===== config.mk =====
export PLATFORM = sky130hd
export DESIGN_NAME = rdy_burst_reader
export DESIGN_NICKNAME = d
export VERILOG_FILES = /design/src/rtl/rdy_burst_pkg.sv /design/src/rtl/rdy_trig_detect.sv /design/src/rtl/rdy_chan_pick.sv /design/src/rtl/rdy_frame_shifter.sv /design/src/rtl/rdy_burst_reader.sv
export SDC_FILE = /design/constraint.sdc
export NUM_CORES = 1
export LEC_CHECK = 0
export ABC_AREA = 1
export BUFFER_PORTS_ARGS = -buffer_cell sky130_fd_sc_hd__buf_2
export CELL_PAD_IN_SITES_DETAIL_PLACEMENT = 1
export CELL_PAD_IN_SITES_GLOBAL_PLACEMENT = 1
export CORE_AREA = 2 2 106 108
export DETAILED_ROUTE_END_ITERATION = 16
export DIE_AREA = 0 0 108 110
export HOLD_SLACK_MARGIN = 0.08
export PLACE_DENSITY = 0.87
export SYNTH_ARGS = -nofsm -noshare
export SYNTH_HDL_FRONTEND = slang
export SYNTH_SLANG_ARGS = --single-unit

===== constraint.sdc =====
create_clock -name clk -period 4.7 [get_ports clk]
set_clock_uncertainty 0.05 [all_clocks]
set_input_delay 0.235 -clock clk [delete_from_list [all_inputs] [get_ports clk]]
set_output_delay 0.235 -clock clk [all_outputs]
set_load 0.01 [all_outputs]

===== src/rtl/rdy_burst_pkg.sv =====
package rdy_burst_pkg;

    localparam int FRAME_BITS  = 32;
    localparam int RESULT_BITS = 16;

    typedef enum logic [2:0] {
        ST_IDLE,
        ST_READ,
        ST_PUSH,
        ST_GAP,
        ST_RESET,
        ST_TAIL
    } seq_state_e;

    // Byte b0 goes out on the wire first.
    typedef struct packed {
        logic [7:0] b0;
        logic [7:0] b1;
        logic [7:0] b2;
        logic [7:0] b3;
    } frame_t;

    function automatic logic [15:0] chan_addr(input logic [15:0] base,
                                              input logic [15:0] stride,
                                              input logic [7:0]  idx);
        logic [15:0] ofs;
        ofs = stride * {8'h00, idx};
        return base + ofs;
    endfunction

    function automatic frame_t make_read(input logic [15:0] addr);
        frame_t f;
        f.b0 = addr[15:8] | 8'h80;
        f.b1 = addr[7:0];
        f.b2 = 8'h00;
        f.b3 = 8'h00;
        return f;
    endfunction

    function automatic frame_t make_write(input logic [15:0] addr,
                                          input logic [7:0]  val);
        frame_t f;
        f.b0 = addr[15:8];
        f.b1 = addr[7:0];
        f.b2 = val;
        f.b3 = 8'h00;
        return f;
    endfunction

    function automatic logic [31:0] fmt_result(input logic [31:0] rx);
        return {{(FRAME_BITS-RESULT_BITS){1'b0}}, rx[RESULT_BITS-1:0]};
    endfunction

endpackage


===== src/rtl/rdy_trig_detect.sv =====
module rdy_trig_detect #(
    parameter int SYNC_STAGES = 2,
    parameter int NUM_PINS    = 4,
    localparam int SEL_W      = $clog2(NUM_PINS)
) (
    input  logic                clk,
    input  logic                rst,
    input  logic [NUM_PINS-1:0] pins_i,
    input  logic [SEL_W-1:0]    sel_i,
    output logic                rise_o
);
    logic [NUM_PINS-1:0] synced;
    logic                sel_now;
    logic                prev_q;

    for (genvar p = 0; p < NUM_PINS; p++) begin : g_sync
        logic [SYNC_STAGES-1:0] chain_q;
        always_ff @(posedge clk) begin
            if (rst) chain_q <= '0;
            else     chain_q <= {chain_q[SYNC_STAGES-2:0], pins_i[p]};
        end
        assign synced[p] = chain_q[SYNC_STAGES-1];
    end

    assign sel_now = synced[sel_i];

    always_ff @(posedge clk) begin
        if (rst) prev_q <= 1'b0;
        else     prev_q <= sel_now;
    end

    assign rise_o = sel_now & ~prev_q;
endmodule


===== src/rtl/rdy_chan_pick.sv =====
module rdy_chan_pick #(
    parameter int NUM_CH = 16,
    parameter int IDX_W  = 5
) (
    input  logic [NUM_CH-1:0] mask_i,
    input  logic [IDX_W-1:0]  from_i,
    output logic              found_o,
    output logic [IDX_W-1:0]  idx_o
);
    logic [NUM_CH-1:0] elig;

    for (genvar g = 0; g < NUM_CH; g++) begin : g_elig
        assign elig[g] = mask_i[g] && (IDX_W'(g) >= from_i);
    end

    always_comb begin
        found_o = 1'b0;
        idx_o   = '0;
        for (int i = NUM_CH - 1; i >= 0; i--) begin
            if (elig[i]) begin
                found_o = 1'b1;
                idx_o   = IDX_W'(i);
            end
        end
    end
endmodule


===== src/rtl/rdy_frame_shifter.sv =====
module rdy_frame_shifter import rdy_burst_pkg::*; #(
    parameter int SCLK_DIV = 2,
    localparam int DIV_W   = (SCLK_DIV > 1) ? $clog2(SCLK_DIV) : 1,
    localparam int BIT_W   = $clog2(FRAME_BITS)
) (
    input  logic                  clk,
    input  logic                  rst,
    input  logic                  start_i,
    input  logic [FRAME_BITS-1:0] tx_i,
    input  logic                  miso_i,
    output logic                  sclk_o,
    output logic                  mosi_o,
    output logic [FRAME_BITS-1:0] rx_o,
    output logic                  done_o
);
    logic [DIV_W-1:0]      div_q;
    logic [BIT_W-1:0]      bit_q;
    logic [FRAME_BITS-1:0] tx_q;
    logic [FRAME_BITS-1:0] rx_q;
    logic                  sclk_q;
    logic                  busy_q;
    logic                  done_q;
    logic                  tick;

    assign tick = busy_q && (div_q == DIV_W'(SCLK_DIV - 1));

    always_ff @(posedge clk) begin
        if (rst) begin
            div_q  <= '0;
            bit_q  <= '0;
            tx_q   <= '0;
            rx_q   <= '0;
            sclk_q <= 1'b0;
            busy_q <= 1'b0;
            done_q <= 1'b0;
        end else begin
            done_q <= 1'b0;
            if (start_i && !busy_q) begin
                busy_q <= 1'b1;
                tx_q   <= tx_i;
                bit_q  <= '0;
                div_q  <= '0;
                sclk_q <= 1'b0;
            end else if (busy_q) begin
                div_q <= tick ? '0 : div_q + 1'b1;
                if (tick) begin
                    if (!sclk_q) begin
                        sclk_q <= 1'b1;
                        rx_q   <= {rx_q[FRAME_BITS-2:0], miso_i};
                    end else begin
                        sclk_q <= 1'b0;
                        if (bit_q == BIT_W'(FRAME_BITS - 1)) begin
                            busy_q <= 1'b0;
                            done_q <= 1'b1;
                        end else begin
                            bit_q <= bit_q + 1'b1;
                            tx_q  <= {tx_q[FRAME_BITS-2:0], 1'b0};
                        end
                    end
                end
            end
        end
    end

    assign sclk_o = sclk_q;
    assign mosi_o = busy_q & tx_q[FRAME_BITS-1];
    assign rx_o   = rx_q;
    assign done_o = done_q;
endmodule


===== src/rtl/rdy_burst_reader.sv =====
module rdy_burst_reader import rdy_burst_pkg::*; #(
    parameter int          NUM_CH      = 16,
    parameter logic [15:0] BASE_ADDR   = 16'h0201,
    parameter logic [15:0] ADDR_STRIDE = 16'h0002,
    parameter logic [15:0] RESET_ADDR  = 16'h0180,
    parameter logic [7:0]  RESET_VALUE = 8'h01,
    parameter int          SCLK_DIV    = 2,
    parameter int          CS_HIGH_MIN = 3,
    parameter int          SYNC_STAGES = 2
) (
    input  logic              clk,
    input  logic              rst,
    input  logic              hold_i,
    input  logic [NUM_CH-1:0] ch_mask_i,
    input  logic [1:0]        rdy_sel_i,
    input  logic [3:0]        gp_rdy_i,
    output logic              spi_sclk_o,
    output logic              spi_cs_n_o,
    output logic              spi_mosi_o,
    input  logic              spi_miso_i,
    output logic [31:0]       m_data_o,
    output logic              m_valid_o,
    input  logic              m_ready_i,
    output logic              overrun_o
);
    localparam int IDX_W = $clog2(NUM_CH) + 1;
    localparam int GAP_W = $clog2(CS_HIGH_MIN + 1);

    seq_state_e            state_q;
    logic [IDX_W-1:0]      cur_q;
    logic [IDX_W-1:0]      pick_from;
    logic [IDX_W-1:0]      pick_idx;
    logic [IDX_W-1:0]      rd_idx;
    logic                  pick_found;
    logic [GAP_W-1:0]      gap_q;
    logic                  gap_done;
    logic                  cs_n_q;
    logic                  overrun_q;
    logic                  out_valid_q;
    logic [31:0]           out_data_q;
    logic [31:0]           rx_hold_q;
    logic                  trig;
    logic                  sh_start;
    logic                  sh_done;
    logic [FRAME_BITS-1:0] sh_tx;
    logic [FRAME_BITS-1:0] sh_rx;
    logic                  slot_free;
    frame_t                reset_frame;
    frame_t                read_frame;

    rdy_trig_detect #(.SYNC_STAGES(SYNC_STAGES), .NUM_PINS(4)) u_trig (
        .clk    (clk),
        .rst    (rst),
        .pins_i (gp_rdy_i),
        .sel_i  (rdy_sel_i),
        .rise_o (trig)
    );

    assign pick_from = (state_q == ST_IDLE) ? '0 : cur_q + IDX_W'(1);

    rdy_chan_pick #(.NUM_CH(NUM_CH), .IDX_W(IDX_W)) u_pick (
        .mask_i  (ch_mask_i),
        .from_i  (pick_from),
        .found_o (pick_found),
        .idx_o   (pick_idx)
    );

    rdy_frame_shifter #(.SCLK_DIV(SCLK_DIV)) u_shift (
        .clk     (clk),
        .rst     (rst),
        .start_i (sh_start),
        .tx_i    (sh_tx),
        .miso_i  (spi_miso_i),
        .sclk_o  (spi_sclk_o),
        .mosi_o  (spi_mosi_o),
        .rx_o    (sh_rx),
        .done_o  (sh_done)
    );

    assign rd_idx      = (state_q == ST_GAP) ? cur_q : pick_idx;
    assign read_frame  = make_read(chan_addr(BASE_ADDR, ADDR_STRIDE, 8'(rd_idx)));
    assign reset_frame = make_write(RESET_ADDR, RESET_VALUE);
    assign gap_done    = (gap_q == GAP_W'(CS_HIGH_MIN - 1));
    assign slot_free   = !out_valid_q || m_ready_i;

    always_comb begin
        sh_start = 1'b0;
        sh_tx    = reset_frame;
        case (state_q)
            ST_IDLE: begin
                if (trig && !hold_i) begin
                    sh_start = 1'b1;
                    sh_tx    = pick_found ? read_frame : reset_frame;
                end
            end
            ST_PUSH: begin
                if (slot_free && !pick_found) sh_start = 1'b1;
            end
            ST_GAP: begin
                if (gap_done) begin
                    sh_start = 1'b1;
                    sh_tx    = read_frame;
                end
            end
            default: ;
        endcase
    end

    always_ff @(posedge clk) begin
        if (rst) begin
            state_q     <= ST_IDLE;
            cur_q       <= '0;
            gap_q       <= '0;
            cs_n_q      <= 1'b1;
            overrun_q   <= 1'b0;
            out_valid_q <= 1'b0;
            out_data_q  <= '0;
            rx_hold_q   <= '0;
        end else begin
            if (out_valid_q && m_ready_i) out_valid_q <= 1'b0;
            if (trig && state_q != ST_IDLE) overrun_q <= 1'b1;
            case (state_q)
                ST_IDLE: begin
                    if (trig && !hold_i) begin
                        cs_n_q <= 1'b0;
                        if (pick_found) begin
                            cur_q   <= pick_idx;
                            state_q <= ST_READ;
                        end else begin
                            state_q <= ST_RESET;
                        end
                    end
                end
                ST_READ: begin
                    if (sh_done) begin
                        rx_hold_q <= sh_rx;
                        state_q   <= ST_PUSH;
                    end
                end
                ST_PUSH: begin
                    if (slot_free) begin
                        out_data_q  <= fmt_result(rx_hold_q);
                        out_valid_q <= 1'b1;
                        if (pick_found) begin
                            cur_q   <= pick_idx;
                            cs_n_q  <= 1'b1;
                            gap_q   <= '0;
                            state_q <= ST_GAP;
                        end else begin
                            state_q <= ST_RESET;
                        end
                    end
                end
                ST_GAP: begin
                    if (gap_done) begin
                        cs_n_q  <= 1'b0;
                        state_q <= ST_READ;
                    end else begin
                        gap_q <= gap_q + 1'b1;
                    end
                end
                ST_RESET: begin
                    if (sh_done) begin
                        cs_n_q  <= 1'b1;
                        gap_q   <= '0;
                        state_q <= ST_TAIL;
                    end
                end
                ST_TAIL: begin
                    if (gap_done) state_q <= ST_IDLE;
                    else          gap_q   <= gap_q + 1'b1;
                end
                default: state_q <= ST_IDLE;
            endcase
        end
    end

    assign spi_cs_n_o = cs_n_q;
    assign m_data_o   = out_data_q;
    assign m_valid_o  = out_valid_q;
    assign overrun_o  = overrun_q;
endmodule


==> results of run 1 <==
[Yosys cell counts, types with 2 or more instances]
library cell | count | area share, %
a21oi_1 | 53 | 5.8
a221oi_1 | 2 | 0.38
a31oi_1 | 5 | 0.68
buf_1 | 2 | 0.16
buf_4 | 18 | 2.9
buf_6 | 2 | 0.49
clkbuf_1 | 18 | 1.5
clkinv_1 | 2 | 0.16
dfxtp_1 | 102 | 44
ha_1 | 4 | 1.1
inv_1 | 58 | 4.7
inv_2 | 4 | 0.33
nand2_1 | 122 | 9.9
nand2_2 | 12 | 1.6
nand2_4 | 5 | 1.2
nand3_1 | 25 | 2.7
nand3_2 | 2 | 0.43
nand4_1 | 2 | 0.27
nor2_1 | 110 | 9.0
nor2_2 | 8 | 1.1
nor2_4 | 3 | 0.73
nor3_1 | 5 | 0.54
o211ai_1 | 4 | 0.65
o21ai_0 | 52 | 5.6
o21ai_1 | 6 | 0.65
o21ai_2 | 3 | 0.57
xnor2_1 | 2 | 0.38
[logic make-up (layout without fill, tap and decap cells)]
logic type,Yosys count,in the layout,synth area share (%)
flip-flops,102,102,44.3
buffers and inverters,106,136,10.5
AO/OA/AOI/OAI,128,128,14.9
XOR/XNOR,3,3,0.570
AND/OR/NAND/NOR,299,299,28.6
other,1,16,0.0814
adder cells (fa/ha/maj),4,4,1.09
[metal layers]
metal | vias to the layer above | routed length [um]
met5 | - | 0
met4 | 0 | 177
met3 | 19 | 307
met2 | 58 | 6010
met1 | 1954 | 5160
li1 | 2094 | -
[power by group]
group | switching [W] | internal [W]
Sequential | 0.0000438 | 0.000912
Clock | 0.000292 | 0.000205
Combinational | 0.000367 | 0.000153
Total | 0.000702 | 0.00127
[timing repair]
| item | in CTS | in global routing |
|---|---|---|
| setup buffers | 0 | 0 |
| endpoints found under the setup margin | 0 | 0 |
| hold endpoints to repair | 5 | 0 |
| hold buffers | 5 | 0 |
[layout make-up]
| type | count | area share [%] |
|---|---|---|
| repair buffers | 56 | 6.20 |
| multi-input cells | 450 | 42.1 |
| clock inverters | 3 | 0.418 |
| inverters | 65 | 4.82 |
| flip-flops and latches | 102 | 40.2 |
| clock buffers | 12 | 2.86 |
| well taps | 140 | 3.45 |
[state kept, by name, summed over array words and instances (netlist names), 2 cells and up]
register               cells
cur_q                      4
gap_q                      2
m_data_o                  16
rx_hold_q                 16
state_q                    3
u_shift.bit_q              5
u_shift.rx_o              16
u_shift.tx_q              24
u_trig.g_sync.chain_q      8
[critical path, stage by stage, from the launching register on]
cell,delay [ns]
dfxtp_1,0.37
ha_1,0.23
nand2_1,0.07
inv_1,0.08
nor2_2,0.13
nand2_2,0.13
nor2_2,0.14
nand2_1,0.09
nand2_1,0.08
nand2_1,0.05
nand2_1,0.08
o21ai_2,0.07
nor2_1,0.08
inv_1,0.08
nor2_4,0.11
nand2_4,0.09
o21ai_2,0.13
nand2_2,0.18
nand2_2,0.23
inv_1,0.09
nand2_1,0.07
a31oi_1,0.07
[path summary, 6_finish.rpt]
kind / start / to / slack [ns] / cells after the start
worst max-delay path: cur_q[0] / u_shift.tx_q[31] / 1.87 / 21
worst min-delay path: rdy_sel_i[1] / u_trig.prev_q / 0.22 / 3
worst max register to register: cur_q[0] / u_shift.tx_q[31] / 1.87 / 21
worst min register to register: u_trig.g_sync[1].chain_q[0] / u_trig.g_sync[1].chain_q[1] / 0.37 / 2
[cell usage in the layout (no fill, tap or decap), types with 2 or more instances in the layout]
cell             n
nand2_1        122
nor2_1         110
dfxtp_1        102
inv_1           58
a21oi_1         53
o21ai_0         52
buf_2           47
nand3_1         25
conb_1          16
nand2_2         12
clkbuf_8        10
nor2_2           8
o21ai_1          6
nand2_4          5
nor3_1           5
a31oi_1          5
dlygate4sd3_1    5
o211ai_1         4
inv_2            4
ha_1             4
buf_4            4
o21ai_2          3
nor2_4           3
clkinv_2         2
clkinv_1         2
a221oi_1         2
nand4_1          2
xnor2_1          2
nand3_2          2
clkbuf_1         2
[per-stage QoR]
step / cells / util (%) / setup slack [ns]
2_1_floorplan: 658 / - / 2.32
3_3_place_gp: 808 / 45.5 / 2.05
3_5_place_dp: 808 / 45.5 / 1.86
4_1_cts: 828 / 47.5 / 1.86
5_1_grt: 828 / 47.5 / 1.49
6_report: 828 / 47.5 / 1.87
==> results.json, run 1 <==
{
  "grt_usage_pct": 20.7,
  "n_antenna_cell": 0,
  "antenna_found_initial": 0,
  "die_width_um": 108,
  "final_area_mm2": 0.00508,
  "cp-end-kind": "register",
  "drc_errors": 0,
  "layout-drive-gt1-share_pct": 15.3,
  "place_congestion": 0.818,
  "dr.pass1.iters": 4,
  "setup_tns_ns": 0,
  "synthCells": 643,
  "crit_fanout": 12,
  "tightest_slew_ns": 1.02,
  "cts-htree-levels": 3,
  "holdWs_ns": 0.224,
  "synth_cell_types": 39,
  "place_area_mm2": 0.00487,
  "max_cap_violations": 0,
  "register_area_mm2": 0.00204,
  "hold_class": "input pin to register",
  "worstSkewPairLatency_ns": 0.37,
  "ys_ff_latch": 102,
  "start_util_pct": 43.1,
  "cp.required_ns": 4.88,
  "fin_crit_sh_pct": 60.3,
  "slew_viol_final": 0,
  "cts_buffer_depth": 2,
  "cts_num_sinks": 102,
  "multiInputGateArea_mm2": 0.00214,
  "power.density_mw_per_mm2": 388,
  "leakagePower_nw": 2.37,
  "cts.clk_slew.worst_paths_ns": 0.09,
  "synthesis.area_mm2": 0.00461,
  "setup_viol_count_final": 0,
  "async_flop_share_pct": 0,
  "hpwl_um": 8200,
  "gr-total-overflow": 0,
  "routed_wl_um": 11600,
  "cts_root_buffer": "clkbuf_8",
  "ys.flop_type": "dfxtp_1",
  "path_class": "register to register",
  "p_total_w": 0.00197,
  "grt_setup_unrepaired": "no",
  "grt_use_met1_pct": 23.8,
  "nets": 715,
  "port-buffer-count": 47,
  "ys_seq_area_share_pct": 44.3,
  "n_fill_cell": 1402,
  "maxClockFrequency_mhz": 353,
  "use_met3_pct": 3.12,
  "drt-vias-per-instance": 4.98,
  "die_area_mm2": 0.0119,
  "cts_made_buffers": 9,
  "gr-usage-met2_pct": 38.9,
  "avgRoutedWirePerCell_um": 14.1,
  "cts_tree": "done",
  "ctsResizeCount": 0,
  "area_growth_pct": 10.3,
  "status": "finished, final reports clean",
  "ir_drop_uv": 185,
  "grt_pass1_vias": 4294,
  "ant_nets": 0,
  "grt_pass1_wl_um": 19700,
  "drt_iter0_drc": 159,
  "core_mm2": 0.0107,
  "crit_arrival_ns": 3.01,
  "fp.dieH_um": 110,
  "worstSetupStartpointType": "register",
  "synth_edf_count": 0,
  "ys_warn_count": 0,
  "avgSynthCellArea_um2": 7.17,
  "grt_max_degree": 37,
  "vias": 4125,
  "top_usage_layer": "met2",
  "num_io_pins": 64,
  "num_rows": 38,
  "period_minus_slack_ns": 2.83,
  "hold_violations": 0,
  "relSlewSlack_pct": 31.5
}
Note: power is estimated with default switching activity, not from simulation.
==> run 2: changes to the inputs <==
Settings changed: ABC_AREA 1 to 0, CORE_AREA 2 2 106 108 to 2 2 110 112, DIE_AREA 0 0 108 110 to 0 0 112 114, PLACE_DENSITY 0.87 to 0.83.
Clock period 4.7 ns to 2.8 ns, I/O delays scaled along.
==> run 2 against run 1 <==
Effect of this change: the run now ends with setup timing left; hold slack worse by 0.032 ns; sequential power grew 55%; combinational power shrank 38%; total power grew 61%; flip-flop and latch count did not move; die area up 7.5%; routed wire length increased by 30%; design area is 22% higher; critical path depth shrank 10; final cell count is 5.1% higher; global-route usage grew 2.2 points.
==> results.json, run 2 <==
{
  "dp_cells": 837,
  "stdcell_count": 870,
  "ir_drop_uv": 319,
  "synth_compound_area_share_pct": 22.5,
  "ys_seq_area_share_pct": 42.8,
  "max_cap_violations": 0,
  "cts-htree-levels": 3,
  "synth_edf_count": 0,
  "cts.clk_slew.worst_paths_ns": 0.07,
  "cp-end-kind": "register",
  "grt_pass1_wl_um": 23600,
  "cts_num_sinks": 102,
  "synthXorXnorAreaFrac_pct": 1.28,
  "crit_fanout": 7,
  "gr-total-overflow": 0,
  "muxShareOfSynthArea_pct": 1.52,
  "synth_top_family_by_area": "simple AND/OR/NAND/NOR gates",
  "hpwl_um": 10000,
  "clock_power_share_pct": 43.2,
  "grt_pass1_vias": 4888,
  "violations": "setup timing",
  "final_core_util_pct": 52.9,
  "worstHoldPathCells": 3,
  "synth_top_cell_area_share_pct": 42.8,
  "worstSetupStartpointType": "register",
  "place_congestion": 0.871,
  "p_int_w": 0.00244,
  "layout-drive-gt1-share_pct": 26.1,
  "async_flop_share_pct": 0,
  "slew_viol_final": 0,
  "synthCells": 613,
  "cts_root_buffer": "clkbuf_16",
  "yosys.area_share.simple_pct": 24.2,
  "core_mm2": 0.0117,
  "final_cell_mix": "nand2_1, dfxtp_1, a21oi_1",
  "power.density_mw_per_mm2": 512,
  "ys.flop_type": "dfxtp_1",
  "status": "finished with violations",
  "place_ws_ns": -0.184,
  "yosysTopAreaCell": "dfxtp_1",
  "relSlewSlack_pct": 53.7,
  "p_sw_share_pct": 23.3,
  "antenna_found_initial": 0,
  "cts_made_buffers": 9,
  "grt_usage_pct": 22.9,
  "leakagePower_nw": 2.41,
  "area_growth_pct": 29.9,
  "hold_class": "input pin to register",
  "fp.dieH_um": 114,
  "cp.required_ns": 2.97,
  "tightest_slew_ns": 0.694,
  "avgSynthCellArea_um2": 7.79,
  "num_io_pins": 64,
  "cts_tree": "done",
  "power_frac_comb_pct": 10.2,
  "vias": 4821,
  "netSwitchingPower_w": 0.000739,
  "grt_max_degree": 50,
  "grt_setup_unrepaired": "yes",
  "drt-vias-per-instance": 5.54,
  "setup_viol_count_final": 24,
  "start_util_pct": 40.8,
  "largest_reg_flops": 24,
  "ant_nets": 0,
  "port-buffer-count": 47,
  "nets": 750,
  "r2r_cells": 11,
  "die_area_mm2": 0.0128,
  "crit_arrival_ns": 3.11,
  "routed_wl_um": 15100,
  "cts_buffer_depth": 2,
  "timing.final.ws_setup_ns": -0.147,
  "ys_ff_latch": 102,
  "die_width_um": 112,
  "avgRoutedWirePerCell_um": 17.4,
  "num_rows": 40,
  "n_antenna_cell": 0,
  "maxClockFrequency_mhz": 339,
  "yosys-top-cells-area": "dfxtp_1, nand2_1, a21oi_1",
  "synthesis.area_mm2": 0.00477,
  "worstSkewPairLatency_ns": 0.35,
  "p_seq_share_pct": 46.6,
  "period_minus_slack_ns": 2.95,
  "top_register": "u_shift.tx_q",
  "dr.pass1.iters": 5,
  "drt_iter0_drc": 274,
  "synth_cell_types": 68,
  "drc_errors": 0,
  "synth.most_common_cell": "nand2_1",
  "p_total_w": 0.00318,
  "path_class": "register to register",
  "ys_warn_count": 0,
  "layout_commonest_cell": "nand2_1",
  "hold_violations": 0,
  "fin_crit_sh_pct": 105,
  "synth_common_cells": "nand2_1, dfxtp_1, a21oi_1",
  "synth_fa_ha_area_share_pct": 1.05
}
==> run 2: routing by layer <==
layer,vias to the layer above,share of wire (%),track usage (%)
met4,0,2.8,9.11
met3,41,3.6,4.14
li1,2287,-,-
met5,-,0,0
met2,108,53,42.9
met1,2385,40,25.8
==> run 2: final cells by class <==
class	count	area, um^2
timing repair buffer	133	920
inverter	9	37.5
fill	1440	5510
tap	147	184
multi-input combinational	464	2680
sequential	102	2050
clock inverter	4	77.6
clock buffer	11	253
==> run 2: worst paths after layout <==
path / from / end / slack (ns)
max reg2reg: cur_q[1] / u_shift.tx_q[16] / -0.15
min: rdy_sel_i[1] / u_trig.prev_q / 0.19
max: cur_q[1] / u_shift.tx_q[16] / -0.15
min reg2reg: u_trig.g_sync[3].chain_q[0] / u_trig.g_sync[3].chain_q[1] / 0.38
==> run 2: what timing repair did <==
item                       4_1_cts  5_1_grt
hold endpoints to repair         5        0
cloned                           0        1
setup endpoints to repair       36       40
pin swaps                       13       11
hold buffers                     5        0
resized for setup               28       22
setup buffers                   10        2
==> run 2: cell families after synthesis <==
| kind of cell | Yosys count |
|---|---|
| buf+inv | 62 |
| compound gates | 172 |
| simple gates | 259 |
| other cells | 1 |
| mux | 6 |
| fa+ha+maj | 4 |
| flops | 102 |
| xor+xnor | 7 |
==> run 2: critical path, cell delays in order, from the launching register on <==
cell and delay [ns]:
dfxtp_2 0.34, ha_4 0.31, clkinvlp_4 0.14, a32o_2 0.34, o21ai_4 0.19, a41oi_2 0.15, buf_4 0.17, or4b_4 0.51
o211ai_4 0.21, buf_6 0.16, mux2i_1 0.19, nor2_1 0.06
==> run 2: metrics by stage <==
stage	cell area [um^2]	hold WS, ns	setup TNS [ns]
2_1_floorplan	4850	0.218	-0.0752
3_3_place_gp	5500	0.299	-3.30
3_5_place_dp	5500	0.336	-3.04
4_1_cts	6070	0.183	-0.450
5_1_grt	6200	0.191	-6.14
6_report	6200	0.192	-1.32
==> run 2: power by group through the flow <==
stage,Sequential [W],Clock [W],Combinational (W)
2_1_floorplan,0.00151,0,0.000179
3_3_place_gp,0.00151,0,0.000259
3_5_place_dp,0.00151,0,0.000269
4_1_cts,0.00148,0.00140,0.000298
5_1_grt,0.00148,0.00146,0.000350
6_report,0.00148,0.00137,0.000325
==> run 3: changes to the inputs <==
Settings changed: ABC_AREA 0 to 1, PLACE_DENSITY 0.83 to 0.82.
==> run 3 against run 2 <==
Effect of this change: the flow now finishes without violations; first-iteration DRC count fell by 58%; maximum frequency rose by 9.5%; via count fell by 13%; highest routed layer unchanged.
==> results.json, run 3 (synthesized netlist as in run 1, its figures left out) <==
{
  "cts_num_sinks": 102,
  "grt_pass1_wl_um": 19600,
  "tightest_slew_ns": 0.659,
  "hpwl_um": 7720,
  "cp.required_ns": 3.03,
  "grt_usage_pct": 18.6,
  "power.density_mw_per_mm2": 704,
  "r2r_cells": 22,
  "relSlewSlack_pct": 56.0,
  "final_cell_mix": "nand2_1, nor2_1, dfxtp_1",
  "clock_power_share_pct": 31.7,
  "crit_family": "simple AND/OR/NAND/NOR gates",
  "cp.depth": 22,
  "ant_nets": 0,
  "ff2ff_setup_slack_ns": 0.11,
  "slowest_delay_ns": 0.37,
  "num_io_pins": 64,
  "drc_errors": 0,
  "cts_root_buffer": "clkbuf_16",
  "largest_reg_flops": 24,
  "netSwitchingPower_w": 0.00127,
  "fin_crit_sh_pct": 96.1,
  "die_width_um": 112,
  "stdcell_count": 849,
  "core_mm2": 0.0117,
  "top_register": "u_shift.tx_q",
  "antenna_found_initial": 0,
  "dp_cells": 819,
  "die_area_mm2": 0.0128,
  "place_congestion": 0.814,
  "path_cells": "ha_4, nand2_2, inv_2, nor2_4, nand2_4, nor2_4, nand2_2, nand2_1, nand2_1, nand2_2, o21ai_2, nor2_2, inv_2, nor2_4, nand2_4, o21ai_4, nand2_4, inv_4, nand2_8, inv_4, o211ai_1, a21oi_1",
  "vias": 4184,
  "port-buffer-count": 47,
  "cts-htree-levels": 3,
  "cp-end-kind": "register",
  "worstSkewPairLatency_ns": 0.34,
  "gr-total-overflow": 0,
  "slowest_stage": "dfxtp_4",
  "cts.clk_slew.worst_paths_ns": 0.07,
  "area_growth_pct": 17.6,
  "cts_made_buffers": 9,
  "power_frac_comb_pct": 25.8,
  "ir_drop_uv": 271,
  "period_minus_slack_ns": 2.69,
  "layout-drive-gt1-share_pct": 19.5,
  "crit_fanout": 7,
  "n_antenna_cell": 0,
  "avgRoutedWirePerCell_um": 13.9,
  "grt_pass1_vias": 4301,
  "worstHoldPathCells": 3,
  "num_rows": 40,
  "cts_tree": "done",
  "drt-vias-per-instance": 4.93,
  "maxClockFrequency_mhz": 372,
  "hold_violations": 0,
  "fp.dieH_um": 114,
  "drt_iter0_drc": 114,
  "p_seq_share_pct": 42.5,
  "path_class": "register to register",
  "n_fill_cell": 1509,
  "p_int_w": 0.00254,
  "crit_arrival_ns": 2.92,
  "worstSetupStartpointType": "register",
  "nets": 728,
  "holdWs_ns": 0.144,
  "layout_commonest_cell": "nand2_1",
  "start_util_pct": 39.3,
  "path_buf_inv": 4,
  "place_area_mm2": 0.00491,
  "status": "finished, final reports clean",
  "grt_max_degree": 36,
  "max_cap_violations": 0,
  "setup_viol_count_final": 0,
  "dr.pass1.iters": 4,
  "cts_buffer_depth": 2,
  "leakagePower_nw": 2.50,
  "hold_class": "input pin to register",
  "p_sw_share_pct": 33.3,
  "slew_viol_final": 0,
  "final_area_mm2": 0.00542,
  "routed_wl_um": 11800
}
## run 3: cell types whose count changed in the layout (fill, tap and decap cells not counted), sizes merged, moves of 21 or more
cell | previous run | this run
a21oi | 90 | 54
buf | 128 | 64
inv | 9 | 65
nand3 | 7 | 28
nor2 | 44 | 121
o21ai | 24 | 61
## run 3: area by class of cell
| cell class | instances | area [um^2] | share of cell area (%) |
|---|---|---|---|
| Timing Repair Buffer | 69 | 413 | 7.62 |
| Tap cell | 147 | 184 | 3.39 |
| Clock inverter | 2 | 13.8 | 0.254 |
| Clock buffer | 14 | 274 | 5.05 |
| Multi-Input combinational cell | 450 | 2230 | 41.2 |
| Sequential cell | 102 | 2050 | 37.9 |
| Inverter | 65 | 249 | 4.59 |
## run 3: final timing paths
check	from	to
setup / recovery	cur_q[1]	u_shift.tx_q[20]
hold / removal	rdy_sel_i[1]	u_trig.prev_q
setup reg to reg	cur_q[1]	u_shift.tx_q[20]
hold reg to reg	u_trig.g_sync[1].chain_q[0]	u_trig.g_sync[1].chain_q[1]
## run 3: metal layers
metal,part of all wire (%),track usage (%),up-vias
li1,-,-,2123
met1,44,21.7,1998
met2,52,34.3,45
met3,2.4,3.72,18
met4,1.5,5.69,0
met5,0,0,-
## run 3: tightest hold or removal path: cells and delay by family
family	cells	cell delay, ns
AO/OA/AOI/OAI	1	0.21
AND/OR/NAND/NOR	1	0.05
buffers and inverters	1	0.09
## run 3: what timing repair did
action / CTS / global route
hold endpoints to repair: 5 / 0
buffers inserted: 0 / 9
pin swaps: 0 / 12
hold buffers: 5 / 0
endpoints found under the setup margin: 26 / 32
gates resized for setup: 2 / 33
## run 3: through the flow
stage	TNS [ns]	worst slack (ns)	util [%]	total power, W
finish	0	0.108	46.3	0.00381
global route	-1.08	-0.0709	46.3	0.00403
CTS	0	0.0116	44.8	0.00373
detailed placement	-0.0427	-0.0207	41.9	0.00250
global placement	0	0.172	41.9	0.00245
floorplan	0	0.425	-	0.00228
## run 3: power by group through the flow
stage	Clock (W)	Sequential, W	Combinational, W
after CTS	0.00123	0.00161	0.000888
after global routing	0.00129	0.00163	0.00110
final	0.00121	0.00162	0.000983
after detailed placement	0	0.00163	0.000863
after global placement	0	0.00163	0.000824
after floorplan	0	0.00162	0.000654
